$ cat config.mk
export PLATFORM = sky130hd
export DESIGN_NAME = mesh_logic_cell
export DESIGN_NICKNAME = d
export VERILOG_FILES = /design/src/rtl/cell_pkg.sv /design/src/rtl/cell_cfg_store.sv /design/src/rtl/cell_out_slice.sv /design/src/rtl/mesh_logic_cell.sv
export SDC_FILE = /design/constraint.sdc
export NUM_CORES = 1
export LEC_CHECK = 0
export ABC_AREA = 1
export ABC_CLOCK_PERIOD_IN_PS = 3400
export BUFFER_PORTS_ARGS = -buffer_cell sky130_fd_sc_hd__buf_2
export CAP_MARGIN = 10
export CORE_MARGIN = 1
export CORE_UTILIZATION = 54
export DETAILED_ROUTE_END_ITERATION = 6
export PLACE_DENSITY_LB_ADDON = 0.15
export RECOVER_POWER = 50
export SETUP_SLACK_MARGIN = 0.5
export SLEW_MARGIN = 20
export SYNTH_ARGS = -nofsm -noshare
export SYNTH_HDL_FRONTEND = slang
export SYNTH_SLANG_ARGS = --single-unit
export TNS_END_PERCENT = 30
$ cat constraint.sdc
create_clock -name clk -period 3.4 [get_ports clk]
set_input_delay 0.17 -clock clk [delete_from_list [all_inputs] [get_ports clk]]
set_output_delay 0.17 -clock clk [all_outputs]
set_load 0.01 [all_outputs]
$ cat src/rtl/cell_pkg.sv
package cell_pkg;

    localparam int SIDES   = 4;
    localparam int LUT_K   = 3;
    localparam int SRC_N   = 2 * SIDES;
    localparam int SEL_W   = $clog2(SRC_N);
    localparam int TT_W    = 1 << LUT_K;
    localparam int SLICE_W = 1 + LUT_K * SEL_W + TT_W;
    localparam int CFG_W   = SIDES * SLICE_W;

    typedef enum logic [1:0] {
        SIDE_N = 2'd0,
        SIDE_S = 2'd1,
        SIDE_W = 2'd2,
        SIDE_E = 2'd3
    } side_e;

    typedef logic [SEL_W-1:0] sel_code_t;

    typedef struct packed {
        logic                        registered;
        sel_code_t [LUT_K-1:0]       sel;
        logic [TT_W-1:0]             truth;
    } slice_cfg_t;

    function automatic logic lut_read(input logic [TT_W-1:0] truth,
                                      input logic [LUT_K-1:0] addr);
        return truth[addr];
    endfunction

endpackage

$ cat src/rtl/cell_cfg_store.sv
module cell_cfg_store
    import cell_pkg::*;
(
    input  logic                    clk,
    input  logic                    rst,
    input  logic                    cfg_en,
    input  logic                    cfg_bit,
    input  logic                    cfg_commit,
    output slice_cfg_t [SIDES-1:0]  active
);

    logic [CFG_W-1:0] shadow_q;
    logic [CFG_W-1:0] active_q;

    always_ff @(posedge clk) begin
        if (cfg_en) begin
            shadow_q <= {shadow_q[CFG_W-2:0], cfg_bit};
        end
        if (cfg_commit) begin
            active_q <= shadow_q;
        end
    end

    assign active = active_q;

    AST_SHIFT_ENTRY: assert property (@(posedge clk) disable iff (rst)
        cfg_en |=> shadow_q[0] == $past(cfg_bit)) else $error("shift entry");
    AST_SHADOW_HOLD: assert property (@(posedge clk) disable iff (rst)
        !cfg_en |=> $stable(shadow_q)) else $error("shadow moved");
    AST_ACTIVE_HOLD: assert property (@(posedge clk) disable iff (rst)
        !cfg_commit |=> $stable(active_q)) else $error("active moved");

endmodule

$ cat src/rtl/cell_out_slice.sv
module cell_out_slice
    import cell_pkg::*;
(
    input  logic              clk,
    input  logic              rst,
    input  slice_cfg_t        cfg,
    input  logic [SRC_N-1:0]  src,
    output logic              q,
    output logic              out
);

    logic [LUT_K-1:0] addr;
    logic             lut_val;

    generate
        for (genvar j = 0; j < LUT_K; j++) begin : g_sel
            assign addr[j] = src[cfg.sel[j]];
        end
    endgenerate

    assign lut_val = lut_read(cfg.truth, addr);

    always_ff @(posedge clk) begin
        if (rst) begin
            q <= 1'b0;
        end else begin
            q <= lut_val;
        end
    end

    assign out = cfg.registered ? q : lut_val;

    AST_REG_CLEAR: assert property (@(posedge clk)
        rst |=> !q) else $error("reg not cleared");
    AST_REG_DELAY: assert property (@(posedge clk) disable iff (rst)
        (!$past(rst) && cfg.registered && $stable(cfg)) |-> out == $past(lut_val))
        else $error("registered path");
    AST_REG_FOLLOW: assert property (@(posedge clk) disable iff (rst)
        !$past(rst) |-> q == $past(lut_val)) else $error("reg load");

endmodule

$ cat src/rtl/mesh_logic_cell.sv
module mesh_logic_cell
    import cell_pkg::*;
(
    input  logic        clk,
    input  logic        rst,
    input  logic [3:0]  nb_in,
    input  logic        cfg_en,
    input  logic        cfg_bit,
    input  logic        cfg_commit,
    output logic [3:0]  nb_out
);

    slice_cfg_t [SIDES-1:0] active;
    logic [SIDES-1:0]       q_bus;
    logic [SRC_N-1:0]       src_bus;

    assign src_bus = {q_bus, nb_in};

    cell_cfg_store u_store (
        .clk        (clk),
        .rst        (rst),
        .cfg_en     (cfg_en),
        .cfg_bit    (cfg_bit),
        .cfg_commit (cfg_commit),
        .active     (active)
    );

    generate
        for (genvar k = 0; k < SIDES; k++) begin : g_side
            cell_out_slice u_slice (
                .clk (clk),
                .rst (rst),
                .cfg (active[k]),
                .src (src_bus),
                .q   (q_bus[k]),
                .out (nb_out[k])
            );
        end
    endgenerate

    AST_RESET_OUT: assert property (@(posedge clk)
        (rst && cfg_en == 1'b0 && !cfg_commit) |=> (q_bus == '0)) else $error("reset q");

endmodule

[Word level (Yosys, flattened, before mapping)]
Cells that the tools add are included.
Storage, ports and cells
  input bits: 9
  register bits after elaboration: 148
  output and inout bits: 4
Operators by class
  multiplexer cells: 36
  magnitude comparators: 16
Operators by type and width (count)
  $lt 3x4->1 const B: 16
  $bmux 1 s3: 16
  $mux 1: 20

[Depth between registers and ports, before layout]
  word-level depth: 5
  gate-level depth with buffers: 13

[Hierarchy]
From an unflattened synthesis, not the netlist that was laid out.
Second synthesis, totals
  cells, all modules: 486
  area total of the unflattened synthesis: 5967.0 um^2
Modules (own cells, without submodules)
  cell_cfg_store: seq. area each 4324.1 um^2, area each 4324.1 um^2, instances 1, cells each 144
  cell_out_slice at g_side[1].u_slice ...: seq. area each 20.0 um^2, area each 404.1 um^2, instances 3, cells each 85
  cell_out_slice at g_side[0].u_slice: seq. area each 20.0 um^2, area each 430.4 um^2, instances 1, cells each 87

[Worst setup path before layout]
No wires, ideal clock.
  kind: register to output
  start: register u_store.active_q[26] (netlist: u_store.active[26])
  end: output nb_out[1]
  arrival: 1307 ps
  required time: 3230 ps
  path buffers: 1
  slack: 1923 ps
  cell stages (with the launch flop): 12
  cells stage by stage: edfxtp_1 inv_1 nand2_1 nand3_1 nand3_2 nand2_2 nand2_1 nand3_1 nand3_2 nand3_1 nand2_1 buf_4
On the way
  cells in the longest elaborated chain, start to end: 5
RTL lines
  start, declared: line cell_cfg_store.sv:13  | logic [CFG_W-1:0] active_q;
  start signal, assigned: line cell_cfg_store.sv:20  | active_q <= shadow_q;
  $bmux 1 s3: line cell_out_slice.sv:17  | assign addr[j] = src[cfg.sel[j]];
  $mux 1 (not written as such): line cell_out_slice.sv:17
  $bmux 1 s3: line cell_pkg.sv:28  | return truth[addr];
  $mux 1 (not written as such): line cell_pkg.sv:28
  $mux 1: line cell_out_slice.sv:31  | assign out = cfg.registered ? q : lut_val;
  end, declared: line mesh_logic_cell.sv:10  | output logic [3:0] nb_out
No other way between the ends. The select of a mux whose other input is x is not followed.

[Worst setup path after layout]
  start: register g_side[3].u_slice.q
  end: output nb_out[0]
On the way
  cells in the longest elaborated chain, start to end: 5
  elaborated cells on any way between the ends: 9
RTL lines
  start, declared: line cell_out_slice.sv:8  | output logic q,
  start signal, assigned: line cell_out_slice.sv:27  | q <= lut_val;
  $bmux 1 s3: line cell_out_slice.sv:17
  $mux 1 (not written as such): line cell_out_slice.sv:17
  $bmux 1 s3 *: line cell_pkg.sv:28
  $mux 1 (not written as such) *: line cell_pkg.sv:28
  $mux 1 *: line cell_out_slice.sv:31
Mark *: on every way between the ends. The rest lies on a longest branch, timed or not. The select of a mux whose other input is x is not followed.

==> flow_summary.ini <==
[synth]
syn_nets = 483
ys_warn_count = 0
yosysMostFrequentCell = edfxtp_1
synth_largest_area_cell = edfxtp_1
yosys-top-cells-area = edfxtp_1 72%, nand2_1 8.0%, nand3_1 4.4%
synth_ff_type = edfxtp_1
synth_sequential_area_ratio_pct = 73.44
synth_top_cells_by_count = 144 x edfxtp_1, 128 x nand2_1, 55 x inv_1, 53 x nand3_1, 17 x nand3_2
avgSynthCellArea_um2 = 12.65
synth_edf_count = 144
syn-instance-count = 474
synth_top_area_share_pct = 72.11
synth_area_um2 = 5997
synth_cell_types = 21
synth_seq_cells = 148
async_flop_share_pct = 0

[grt]
track_usage_pct = 20.72
grt_pass1_vias = 3510
antenna_found_initial = 0
grt_pass1_wl_mm = 17.21
overflow = 0
grt_max_degree = 73

[route]
wire_per_inst_um = 16.55
viasPerCell = 5.390
drc = 0
drtIter0Drc = 250
dr_total_vias = 3525
final_antenna_net_count = 0
wl_mm = 10.83
dr.pass1.iters = 5

[critical_path]
worstRegToRegCells = 10
critical_path_buf_inv_count = 2
crit_required_ns = 3.23
crit_path_start = g_side[3].u_slice.q$_SDFF_PP0_
reg2reg_from = g_side[3].u_slice.q$_SDFF_PP0_
cp_top_family = simple AND/OR/NAND/NOR gates
crit_arrival_ns = 2.26
slowest_delay_ns = 0.62
end_kind = output pin
cp_slowest_cell = dfxtp_1
rrSetupSlack_ns = 1.67
critPathMaxFanout = 10
path_class = reg2out
path_cells = clkinv_4, nand2_1, nand3_2, nand3_4, nand2_4, nand2_1, nand3_1, nand3_1, nand3_1, nand2_1, buf_2
r2r-end = g_side[0].u_slice.q$_SDFF_PP0_
start_kind = register

[sta]
fin_skew_ns = 0.005496
final.setup.tns_ns = 0
relSlewSlack_pct = -23.36
finalHoldViolations = 0
setup_viol = 0
max_freq_ghz = 0.4111
rsz0062_at_grt = no
slew_viol_final = 73
min_period_ns = 2.433
finalWorstSetupSlack_ns = 0.9673
whs_ns = 0.3810
worst_slew_pin_slew_ns = 1.850
post-route-period-util_pct = 71.55

[placement]
port_buffers = 12
placed_cells = 620
place_congestion = 0.8079
hpwl_mm = 6.570
dpl_worst_slack_ns = 1.532

[min_path]
hold_end = u_store.shadow_q[0]$_DFFE_PP_
hp-class = in2reg
hold_depth = 2
min-delay-start = cfg_bit

[clocking]
root_buffer = clkbuf_8
clk_pin_slew_worst_paths_ns = 0.06
cts_inserted_buffers = 17
htreeDepth = 4
cts_tree = built
numClockSinks = 148
clock_path_buffers = 2
postCtsSetupBuffers = 0
clock_latency_ns = 0.53

[layout]
diodes = 0
stdcell_count = 654
area_growth_pct = 13.75
finalNetCount = 510
drive_gt1_share_pct = 14.59
fin_util_pct = 62.93

[die]
start_util_pct = 55.32
pin_count = 13
dieArea_um2 = 11530
fp.dieW_um = 107.4
rows = 38
core_region_area_um2 = 10840
die_h_um = 107.4

[outcome]
violations = capacitance limit, slew limit
status = finished with violations

[flow_run]
maxCapViolations = 1

[power]
ir_drop_v = 0.0003414
p_leak_nw = 2.765
p_per_area_nw_per_um2 = 661.4
[worst max-delay path by stage]
stage / cells past startpoint / end / slack (ns)
after global routing: 10 / nb_out[3] / 0.80
after CTS: 11 / nb_out[0] / 0.95
after detailed placement: 11 / nb_out[0] / 1.53
final: 11 / nb_out[0] / 0.97
after global placement: 12 / nb_out[1] / 1.53
after floorplan: 11 / nb_out[1] / 1.92
[power breakdown]
| group | leakage (nW) | internal, mW | switching (mW) |
|---|---|---|---|
| sequential | 1.44 | 2.13 | 0.0800 |
| clock | 0.302 | 1.30 | 0.677 |
| combinational | 1.02 | 0.106 | 0.218 |
[repair_timing]
action / CTS / global route
hold endpoints to repair: 5 / 0
hold buffers: 2 / 0
gates resized for setup: 0 / 0
[stage by stage]
| step | power (mW) | cell area (um^2) |
|---|---|---|
| floorplan | 2.444 | 5997 |
| global placement | 2.545 | 6185 |
| detailed placement | 2.562 | 6185 |
| CTS | 4.548 | 6837 |
| global route | 4.655 | 6822 |
| finish | 4.512 | 6822 |
[cells by family after synthesis]
kind of cell           count (synthesis)  share of synthesized area (%)
DFF                                  148                          73.44
buffers and inverters                 72                          5.425
AOI/OAI and AO/OA                     36                          3.192
and+or+nand+nor                      218                          17.94
[layout make-up]
type / count / area, um^2
sequential: 148 / 4404
fill: 801 / 4019
multi-input combinational: 254 / 1267
clock buffer: 23 / 456.7
inverter: 64 / 250.2
clock inverter: 9 / 175.2
tap: 140 / 175.2
timing repair buffer: 16 / 92.59
[state kept, by name, summed over array words and instances (netlist names)]
register / count
u_store.active: 72
g_side.u_slice.q: 4
u_store.shadow_q: 72
[layer usage]
layer / share of wire [%] / vias to the layer above / GRT usage [%]
met1: 44 / 1704 / 26.07
met3: 5.5 / 22 / 5.085
met5: 0 / - / 0
met4: 2.2 / 0 / 10.86
met2: 48 / 109 / 33.36
li1: - / 1690 / -
[layout by cell type (no fill, tap or decap), types with 3 or more instances in the layout]
cell and count:
edfxtp_1 144, nand2_1 128, inv_1 55, nand3_1 53, nand3_2 17, a21oi_1 16, o21ai_0 16, clkbuf_16 16
buf_2 12, nand3b_1 10, inv_2 6, bufinv_16 5, nor2_1 4, clkbuf_1 4, dfxtp_1 4, clkbuf_8 3
Power figures use the tool's default switching activity.
